### config.mk
export PLATFORM = sky130hd
export DESIGN_NAME = rom_patch_overlay
export DESIGN_NICKNAME = d
export VERILOG_FILES = /design/src/rtl/rpo_pkg.sv /design/src/rtl/rpo_ctrl.sv /design/src/rtl/rpo_decode.sv /design/src/rtl/rpo_table.sv /design/src/rtl/rom_patch_overlay.sv
export SDC_FILE = /design/constraint.sdc
export NUM_CORES = 1
export LEC_CHECK = 0
export BUFFER_PORTS_ARGS = -buffer_cell sky130_fd_sc_hd__buf_2
export CORE_ASPECT_RATIO = 2
export CORE_MARGIN = 10
export CORE_UTILIZATION = 34
export CTS_CLUSTER_DIAMETER = 60
export DETAILED_ROUTE_END_ITERATION = 10
export PLACE_DENSITY = 0.54
export SYNTH_ARGS = -nofsm -noshare
export SYNTH_HDL_FRONTEND = slang
export SYNTH_HIERARCHICAL = 1
export SYNTH_SLANG_ARGS = --single-unit
### constraint.sdc
create_clock -name clk -period 4.7 [get_ports clk]
set_clock_uncertainty 0.1 [all_clocks]
set_input_delay 0.705 -clock clk [delete_from_list [all_inputs] [get_ports clk]]
set_output_delay 0.705 -clock clk [all_outputs]
set_load 0.05 [all_outputs]
### src/rtl/rpo_pkg.sv
package rpo_pkg;

    // Controller states
    typedef enum logic [1:0] {
        ST_CLEAR = 2'd0,
        ST_IDLE  = 2'd1,
        ST_READ  = 2'd2
    } ctrl_state_t;

    // 16 KiB region selected by the two top address bits
    typedef enum logic [1:0] {
        RG_CART = 2'd0,
        RG_LOW  = 2'd1,
        RG_MID  = 2'd2,
        RG_HIGH = 2'd3
    } region_t;

endpackage

### src/rtl/rpo_ctrl.sv
module rpo_ctrl
    import rpo_pkg::*;
#(
    parameter int ENTRIES = 16,
    parameter int IDX_W   = $clog2(ENTRIES)
) (
    input  logic             clk,
    input  logic             rst_n,
    input  logic             bus_rd,
    input  logic             wr_req,
    output logic             ready,
    output logic             wr_ok,
    output logic             clr_en,
    output logic [IDX_W-1:0] clr_idx
);

    localparam logic [IDX_W-1:0] LAST_IDX = IDX_W'(ENTRIES - 1);

    ctrl_state_t      state_q;
    ctrl_state_t      state_d;
    logic [IDX_W-1:0] sweep_q;

    // state register and sweep counter
    always_ff @(posedge clk or negedge rst_n) begin
        if (!rst_n) begin
            state_q <= ST_CLEAR;
            sweep_q <= '0;
        end else begin
            state_q <= state_d;
            if (state_q == ST_CLEAR) begin
                sweep_q <= sweep_q + 1'b1;
            end
        end
    end

    // transitions: SWEEP_DONE, BUS_BUSY, BUS_FREE
    always_comb begin
        state_d = state_q;
        unique case (state_q)
            ST_CLEAR: begin
                if (sweep_q == LAST_IDX) begin
                    state_d = bus_rd ? ST_READ : ST_IDLE;
                end
            end
            ST_IDLE: begin
                if (bus_rd) begin
                    state_d = ST_READ;
                end
            end
            ST_READ: begin
                if (!bus_rd) begin
                    state_d = ST_IDLE;
                end
            end
            default: state_d = ST_CLEAR;
        endcase
    end

    // outputs
    always_comb begin
        ready   = 1'b0;
        wr_ok   = 1'b0;
        clr_en  = 1'b0;
        clr_idx = sweep_q;
        unique case (state_q)
            ST_CLEAR: clr_en = 1'b1;
            ST_IDLE: begin
                ready = 1'b1;
                wr_ok = wr_req && !bus_rd;
            end
            ST_READ:  ready = 1'b1;
            default:  clr_en = 1'b1;
        endcase
    end

endmodule

### src/rtl/rpo_decode.sv
module rpo_decode
    import rpo_pkg::*;
#(
    parameter int                ADDR_W    = 16,
    parameter logic [ADDR_W-1:0] WIN_BASE  = 16'h4400,
    parameter int                WIN_BYTES = 1024
) (
    input  logic                          addr_rd,
    input  logic [ADDR_W-1:0]             addr,
    input  logic                          patch_off,
    input  logic                          small_lanes,
    output logic                          cs_low,
    output logic                          cs_mid,
    output logic                          cs_high,
    output logic                          cs_win,
    output logic [ADDR_W-3:0]             rom_word,
    output logic                          rom_odd,
    output logic [$clog2(WIN_BYTES)-2:0]  lane_addr,
    output logic                          lane_odd
);

    localparam int WIN_BITS = $clog2(WIN_BYTES);
    localparam int LANE_AW  = WIN_BITS - 1;

    region_t rg;
    logic    in_win;

    assign rg     = region_t'(addr[ADDR_W-1 -: 2]);
    assign in_win = !patch_off && (addr[ADDR_W-1:WIN_BITS] == WIN_BASE[ADDR_W-1:WIN_BITS]);

    always_comb begin
        cs_low  = 1'b0;
        cs_mid  = 1'b0;
        cs_high = 1'b0;
        cs_win  = 1'b0;
        unique case (rg)
            RG_CART: ;
            RG_LOW: begin
                if (in_win) cs_win = addr_rd;
                else        cs_low = addr_rd;
            end
            RG_MID:  cs_mid  = addr_rd;
            RG_HIGH: cs_high = addr_rd;
            default: ;
        endcase
    end

    // byte lanes: bit 0 picks odd/even, remaining bits form the word index
    assign rom_word = addr[ADDR_W-3:1];
    assign rom_odd  = addr[0];
    assign lane_odd = addr[0];

    always_comb begin
        lane_addr = addr[WIN_BITS-1:1];
        if (small_lanes) begin
            lane_addr[LANE_AW-1] = 1'b0;
        end
    end

endmodule

### src/rtl/rpo_table.sv
module rpo_table #(
    parameter int ENTRIES = 16,
    parameter int ADDR_W  = 16,
    parameter int DATA_W  = 8,
    parameter int IDX_W   = $clog2(ENTRIES)
) (
    input  logic              clk,
    input  logic              we,
    input  logic [IDX_W-1:0]  widx,
    input  logic              wvalid,
    input  logic [ADDR_W-1:0] waddr,
    input  logic [DATA_W-1:0] wdata,
    input  logic [ADDR_W-1:0] look_addr,
    output logic              hit,
    output logic [DATA_W-1:0] hit_data
);

    logic [ENTRIES-1:0] match;
    logic [DATA_W-1:0]  ent_byte [ENTRIES];

    for (genvar g = 0; g < ENTRIES; g++) begin : g_ent
        logic              v_q;
        logic [ADDR_W-1:0] a_q;
        logic [DATA_W-1:0] d_q;

        always_ff @(posedge clk) begin
            if (we && (widx == IDX_W'(g))) begin
                v_q <= wvalid;
                a_q <= waddr;
                d_q <= wdata;
            end
        end

        assign match[g]    = v_q && (a_q == look_addr);
        assign ent_byte[g] = d_q;
    end

    // lowest index wins
    always_comb begin
        hit      = |match;
        hit_data = '0;
        for (int i = ENTRIES - 1; i >= 0; i--) begin
            if (match[i]) begin
                hit_data = ent_byte[i];
            end
        end
    end

endmodule

### src/rtl/rom_patch_overlay.sv
module rom_patch_overlay #(
    parameter int                ADDR_W    = 16,
    parameter int                DATA_W    = 8,
    parameter int                ENTRIES   = 16,
    parameter logic [ADDR_W-1:0] WIN_BASE  = 16'h4400,
    parameter int                WIN_BYTES = 1024
) (
    input  logic                         clk,
    input  logic                         rst_n,
    input  logic                         cfg_patch_off,
    input  logic                         cfg_small_lanes,
    input  logic [ADDR_W-1:0]            bus_addr,
    input  logic                         bus_rd,
    input  logic [DATA_W-1:0]            main_rd_data,
    input  logic [DATA_W-1:0]            patch_rd_data,
    input  logic                         tbl_wr_en,
    input  logic [$clog2(ENTRIES)-1:0]   tbl_wr_idx,
    input  logic                         tbl_wr_valid,
    input  logic [ADDR_W-1:0]            tbl_wr_addr,
    input  logic [DATA_W-1:0]            tbl_wr_data,
    output logic                         tbl_ready,
    output logic                         tbl_wr_ack,
    output logic                         cs_rom_low,
    output logic                         cs_rom_mid,
    output logic                         cs_rom_high,
    output logic                         cs_patch,
    output logic [ADDR_W-3:0]            rom_word,
    output logic                         rom_odd,
    output logic [$clog2(WIN_BYTES)-2:0] patch_lane_addr,
    output logic                         patch_odd,
    output logic [DATA_W-1:0]            rd_data
);

    localparam int IDX_W = $clog2(ENTRIES);

    logic              clr_en;
    logic [IDX_W-1:0]  clr_idx;
    logic              t_we;
    logic [IDX_W-1:0]  t_idx;
    logic              t_valid;
    logic              hit;
    logic [DATA_W-1:0] hit_data;
    logic              main_sel;
    logic              subst_en;

    rpo_ctrl #(
        .ENTRIES (ENTRIES),
        .IDX_W   (IDX_W)
    ) u_ctrl (
        .clk     (clk),
        .rst_n   (rst_n),
        .bus_rd  (bus_rd),
        .wr_req  (tbl_wr_en),
        .ready   (tbl_ready),
        .wr_ok   (tbl_wr_ack),
        .clr_en  (clr_en),
        .clr_idx (clr_idx)
    );

    rpo_decode #(
        .ADDR_W    (ADDR_W),
        .WIN_BASE  (WIN_BASE),
        .WIN_BYTES (WIN_BYTES)
    ) u_decode (
        .addr_rd     (bus_rd),
        .addr        (bus_addr),
        .patch_off   (cfg_patch_off),
        .small_lanes (cfg_small_lanes),
        .cs_low      (cs_rom_low),
        .cs_mid      (cs_rom_mid),
        .cs_high     (cs_rom_high),
        .cs_win      (cs_patch),
        .rom_word    (rom_word),
        .rom_odd     (rom_odd),
        .lane_addr   (patch_lane_addr),
        .lane_odd    (patch_odd)
    );

    // the sweep takes the single write port while it runs
    assign t_we    = clr_en || tbl_wr_ack;
    assign t_idx   = clr_en ? clr_idx : tbl_wr_idx;
    assign t_valid = clr_en ? 1'b0 : tbl_wr_valid;

    rpo_table #(
        .ENTRIES (ENTRIES),
        .ADDR_W  (ADDR_W),
        .DATA_W  (DATA_W),
        .IDX_W   (IDX_W)
    ) u_table (
        .clk       (clk),
        .we        (t_we),
        .widx      (t_idx),
        .wvalid    (t_valid),
        .waddr     (tbl_wr_addr),
        .wdata     (tbl_wr_data),
        .look_addr (bus_addr),
        .hit       (hit),
        .hit_data  (hit_data)
    );

    assign main_sel = cs_rom_low || cs_rom_mid || cs_rom_high;
    assign subst_en = tbl_ready && !cfg_patch_off && main_sel && hit;

    always_comb begin
        rd_data = '1;
        if (cs_patch) begin
            rd_data = patch_rd_data;
        end else if (subst_en) begin
            rd_data = hit_data;
        end else if (main_sel) begin
            rd_data = main_rd_data;
        end
    end

endmodule

* Word-level counts from Yosys, hierarchy flattened *
Cells that the tools add are included.
Widths: inputs -> output; s select.

word-level totals
  input bits = 67
  register bits = 406
  output and inout bits = 39

operators by class
  muxes and demuxes = 36
  equality and inequality tests = 41
  reductions and logical operators = 47
  add/sub/neg operators = 1

operator list
  cell                 number
  $eq 16x16->1         16
  $mux 8               19
  $logic_and 1x1->1    37
  $eq 4x4->1 const B   9
  $eq 4x3->1 const B   4
  $reduce_or 16->1     1
  $mux 1               11
  $eq 4x2->1 const B   2
  $mux 2               4
  $eq 2x2->1 const B   3
  $eq 6x5->1 const B   1
  $ne 2x2->1 const B   3
  $pmux 2 s3           1
  $add 4x1->4 const B  1
  $eq 2x1->1 const B   2
  $eq 4x1->1 const B   1
  $logic_not 4->1      1
  $mux 4               1
  $logic_or 1x1->1     3
  $reduce_and 3->1     1
  $logic_not 1->1      2
  $logic_not 2->1      1
  $reduce_or 2->1      1

* Depth between registers and ports, before layout *
  depth in word-level cells = 20
  mapped depth = 14

* By module *
Netlist, hierarchy kept.

modules (own cells, without submodules)
  module             cells an instance  times used  area an instance (µm²)
  rpo_table          1042               1           16727.3
  rpo_ctrl           31                 1           364.1
  rom_patch_overlay  44                 1           261.5
  rpo_decode         32                 1           246.5

* Worst setup path after synthesis *
OpenSTA, ideal clock, no wires.

  path type = input-to-output
  start point = input bus_addr[10]
  end point = output rd_data[0]
  buffers on the path = 3
  stages on the path = 12
  path slack = 163 ps
  arrival time = 3732 ps
  path through = buf_2 buf_4 xor2_1 nor4_1 nand4_1 nor2_2 buf_2 or4_1 or4_1 nand3b_1 nand2_1 a32oi_1

between the ends
  elaborated cells on any way between the ends = 62
  classes of those cells = eq/ne: 17; mux: 23; reduce/logical: 22

RTL lines
  element                line                      text
  start, declared        rom_patch_overlay.sv:12   input logic [ADDR_W-1:0] bus_addr,
  $eq 16x16->1           rpo_table.sv:34           assign match[g] = v_q && (a_q == look_addr);
  $logic_and 1x1->1      rpo_table.sv:34
  $reduce_or 16->1 (*)   rpo_table.sv:40           hit = |match;
  net hit                rom_patch_overlay.sv:41   logic hit;
  $logic_and 1x1->1 (*)  rom_patch_overlay.sv:102  assign subst_en = tbl_ready && !cfg_patch_off && main_sel && hit;
  $mux 8 (*)             rom_patch_overlay.sv:108  end else if (subst_en) begin
  $mux 8 (*)             rom_patch_overlay.sv:106  if (cs_patch) begin
  end, declared          rom_patch_overlay.sv:31   output logic [DATA_W-1:0] rd_data

Mark *: on every way through the listed nets, which the timed path passes. The rest lies on a longest branch.

* Final worst setup path *
  start point = input bus_addr[8]
  end point = output rd_data[5]

between the ends
  cells in the longest elaborated chain, start to end = 20
  elaborated cells on any way between the ends = 52
  classes of those cells = eq/ne: 16; mux: 18; reduce/logical: 18

ends and longest elaborated chain
  element               line                      text
  $eq 16x16->1          rpo_table.sv:34
  $logic_and 1x1->1     rpo_table.sv:34
  $mux 8 (15 in a row)  rpo_table.sv:43           if (match[i]) begin
  $mux 8 (*)            rpo_table.sv:43
  net hit_data[5]       rom_patch_overlay.sv:42   logic [DATA_W-1:0] hit_data;
  $mux 8 (*)            rom_patch_overlay.sv:108
  $mux 8 (*)            rom_patch_overlay.sv:106

Marks and branches as above.

==> results by stage <==
Setup path:
- The worst-path cell with the longest stage delay is nor4_4.
- The startpoint type of the worst setup path is an input pin.
- The logic depth of the worst path, buffers included is 14.
- The critical path data required time is 3.89 ns.
- The startpoint of the lowest-slack register-to-register path is u_ctrl/state_q[0].
- The worst setup slack for register-to-register paths is 1.58 ns.
- The type of the worst setup path is input pin to primary output.
- The worst setup path is captured at a primary output.
- For the worst setup path, the data arrival time is 3.80 ns.
- The critical path contains buffers and inverters numbering 5 combined.
- The most used cell along the critical path is buf_4.
- The cell count of the worst reg-to-reg path is 7.
- The biggest fanout along the worst timing path is 5.
- The worst register-to-register path ends at u_table/g_ent[0].a_q[12].
- The family of cells with the greatest summed delay on the critical path is compound AO/OA/AOI/OAI gates.
- Walking the worst path, the cells encountered are buf_2, buf_4, xnor2_1, nand4_1, nor4_4, buf_4, buf_4, nand2_1, a211oi_1, a221o_1, a32o_1, nand2_1, a32oi_1, buf_4.
- The critical path's largest stage delay is 0.46 ns.

Synth:
- Sorting the synthesized cells by area gives the leading types as edfxtp_1 68%, xnor2_1 7.6%, xor2_1 5.3%.
- Of the total synthesized cell area, the portion taken by XOR and XNOR cells is 0.129.
- The predominant post-synthesis flop cell is edfxtp_1.
- By area, the combinational part of the netlist is dominated by XOR/XNOR gates.
- The register area share after synthesis is 0.691.
- The number of library cell types mapped by synthesis is 70.
- The synthesized netlist occupies a cell area of 17,600 um^2.
- The synthesized area per cell is 15.3 um^2.
- The adder-cell share of the synthesized area is 0.00284.
- The synthesized design contains 406 register bits.
- The total nets after synthesis is 1,220.
- Of the total synthesized cell area, the portion taken by AND, OR, NAND and NOR gates is 0.0827.
- The largest total area in the synthesized netlist belongs to edfxtp_1.
- The proportion of register bits with asynchronous set or reset after synthesis is 0.0148.
- The number of cells produced by synthesis is 1,149.
- The portion of synthesized area spent on multiplexers is 0.00526.
- The warning count from the yosys run is 6.
- The count of flip-flops with a built-in enable after synthesis is 400.
- The post-synthesis compound-gate area fraction is 0.0515.
- The share of synthesized area in the top cell type comes to 0.682.

Floorplan:
- The floorplan step defined a die boundary enclosing 61,800 um^2.
- The core footprint is 51,100 um^2.
- The die is 181 um wide.
- In this run the core area contains between 100 and 150 standard-cell rows.
- From bottom edge to top edge, the die measures 342 um.
- The boundary pin count is 106.
- For this configuration, the core starts out at a cell density of 0.344.

Timing:
- For this run, the top clock speed supported by timing is 0.217 GHz.
- The time the final worst path needs with I/O delays and setup is 4.61 ns.
- After routing, the total negative slack on setup checks comes to 0 ns.
- The tightest hold path in the finished design has a slack of 0.402 ns.
- Setup repair after global routing could not meet its margin everywhere.
- The worst-margin pin slew is approximately 0.56 ns.
- The final number of max-transition violations came to 0.
- The total of endpoints with negative setup slack in the final report is 0.
- The post-route fraction of the period consumed by the critical path is 0.980.
- The headroom to the max-slew limit is 0.627.
- The number of hold violations in the final report is 0.

Global routing:
- The leftover overflow at the end of global routing is 0.
- Entering global routing, the biggest net connects 26 pins.
- Across every metal layer, demand over resource in global routing totals 0.157.
- The first global-routing pass estimated a little over 70,000 um of wire.
- The initial antenna violation count is 0.
- The via count of the first global-routing pass is ~11,000.

Route:
- The total number of vias is 10,300.
- The DRC violation count after routing is 0.
- The pre-antenna-repair detailed-routing pass consisted of 5 iterations.
- After detailed routing, the average wire length per cell comes to approximately 24 um.
- Dividing the detail-routed via count by the number of cells gives 5.00.
- The detailed router put a total of 18,000 um of wire on met1.
- The first routing iteration left 728 violations.
- The uppermost layer routed is met4.
- The count of nets left with antenna violations after detail routing is 0.
- The routed design has 49,800 um of wire.
- The met3 layer wire length in the routed design is 1830 um.
- In the detailed route, the total length drawn on met2 is around 28,000 um.

Clock network:
- The clock-pin slew of the registers on the worst-case setup and hold paths is about 0.060 ns.
- The clock net sink count is roughly 400.
- In this run, CTS created clock tree buffers numbering 39.
- CTS built an H-tree with a depth of 2.
- The cell sitting at the root of the clock tree is a clkbuf_16.
- The worst-case clock buffer depth is 3.
- The clock tree from TritonCTS is built.
- Clock latency on the worst-skew pair, taken at its later pin, is 0.55 ns.

Power and ir drop:
- The design draws 0.00992 W.
- The leakage power of the design is roughly 7.2 nW.
- The proportion of total power due to net switching is 0.287.
- The total net switching power is 0.00285 W.
- The worst-case vdd ir drop is approximately 0.33 mV.
- The proportion of power drawn by combinational gates is 0.186.
- The share of total power dissipated in the clock network is 0.307.
- The cell internal power dissipation is roughly 0.0071 W.
- The sequential group share of total power is 0.507.
- For this design the ratio of total power to cell area is 469 nW/um^2.

Placed design:
- In this run the tool buffered the top-level ports with 104 buffer cells.
- The placed instance count is between 1,500 and 2,000.
- The HPWL after detailed placement is 35,800 um.
- The final RePlAce weighted congestion is 0.864.

Final layout:
- In the final layout, flip-flops and latches occupy 12,200 um^2.
- The area growth from synthesis to layout is 20.3%.
- The share of post-route cells with drive strength above 1 is 0.269.
- The fill cell total of the finished layout is 4,642.
- The net total in the final layout is 1,440.
- The area used by multi-input combinational logic is 5060 um^2.
- The final core area utilization is 0.414.
- The final cell count without fillers is a little over 2,000.

Hold path:
- The min-delay analysis places its worst path in the category input pin to async pin.

Run status:
- The run finished with clean final reports.

Run:
- The tool flagged a number of max-cap violations equal to 0.
## logic make-up after synthesis
logic type,after synthesis
DFF,406
AOI/OAI and AO/OA,116
muxes,8
xor gates and xnor gates,259
adders and majority gates,4
buffers and inverters,98
other,1
and+or+nand+nor,257
## routing by layer
metal / GRT usage / vias up
li1: - / 4701
met1: 0.162 / 5196
met2: 0.306 / 269
met3: 0.0184 / 89
met4: 0.0743 / 0
met5: 0 / -
## area by class of cell
type	count	area share
clock buffer	46	0.0484
tap	654	0.0387
antenna	1	0.000118
sequential	406	0.575
multi-input combinational	645	0.239
inverter	26	0.00461
clock inverter	23	0.00875
timing repair buffer	251	0.0858
## cells in the final DEF, fill, tap and decap left out, drive strengths merged, types with 4 or more instances in the layout
cell type / instances
nand2b: 15
nand3b: 6
or2: 7
nand3: 20
inv: 30
nand4: 37
nand2: 47
a32oi: 14
a21o: 6
mux2: 7
a311o: 5
xor2: 106
clkinv: 15
dfrtp: 6
ha: 4
a21oi: 16
xnor2: 153
a221oi: 4
nor4: 31
a22o: 5
nor3: 20
a211oi: 14
o21ai: 21
and3: 8
clkbuf: 52
nor2b: 5
o2111ai: 6
buf: 244
or3: 6
nor2: 39
and2: 4
edfxtp: 400
a221o: 9
## sequential cells by signal, summed over array words and instances (netlist names)
| register | flops |
|---|---|
| u_table/g_ent.d_q | 128 |
| u_table/g_ent.a_q | 256 |
| u_ctrl/state_q | 2 |
| u_ctrl/clr_idx | 4 |
| u_table/g_ent.v_q | 16 |
## per-stage QoR
step,cell area [um^2],worst slack [ns]
finish,21200,0.0929
global route,21200,-0.0419
CTS,21000,-0.0122
detailed placement,19600,-0.185
global placement,19600,-0.238
floorplan,17600,0.163
## Yosys cell counts, types with 5 or more instances
master and number:
a211oi_1 12, a21o_1 6, a21oi_1 16, a221o_1 9, a22o_1 5, a311o_1 5
a32oi_1 14, and3_1 8, buf_2 15, buf_4 29, buf_6 21, dfrtp_1 6
edfxtp_1 400, inv_1 26, nand2_1 47, nand2b_1 15, nand3_1 19, nand3b_1 6
nand4_1 37, nor2_1 36, nor2b_1 5, nor3_1 19, nor4_1 26, o2111ai_1 6
o21ai_0 20, or3_1 6, xnor2_1 152, xor2_1 106
## worst register-to-register path, stage by stage (launching register included)
cell	delay [ns]
dfrtp_1	0.42
inv_1	0.11
ha_1	0.43
inv_1	0.21
mux2_2	0.39
or3b_2	0.55
nor3_2	0.13
buf_4	0.39
## power by group through the flow
stage	logic, W	clock network, W	registers [W]
floorplan	0.00112	0	0.00508
global placement	0.00180	0	0.00508
detailed placement	0.00184	0	0.00510
CTS	0.00186	0.00313	0.00503
global route	0.00199	0.00326	0.00508
finish	0.00184	0.00305	0.00503
## how the worst max path moves through the flow
stage,startpoint,endpoint,slack (ns)
4_1_cts,u_table/g_ent[7].a_q[12],rd_data[6],-0.01
2_1_floorplan,bus_addr[10],rd_data[0],0.16
5_1_grt,u_table/g_ent[14].a_q[8],rd_data[6],-0.04
6_report,bus_addr[8],rd_data[5],0.09
3_3_place_gp,bus_addr[6],rd_data[6],-0.24
3_5_place_dp,bus_addr[6],rd_data[2],-0.19
## repair_timing
| item | 4_1_cts | 5_1_grt |
|---|---|---|
| pin swaps | 5 | 8 |
| setup endpoints to repair | 8 | 8 |
| hold buffers | 1 | 0 |
| setup buffers | 0 | 2 |
| endpoints found under the hold margin | 6 | 0 |
| gates resized for setup | 21 | 40 |
Note: power is estimated with default switching activity, not from simulation.
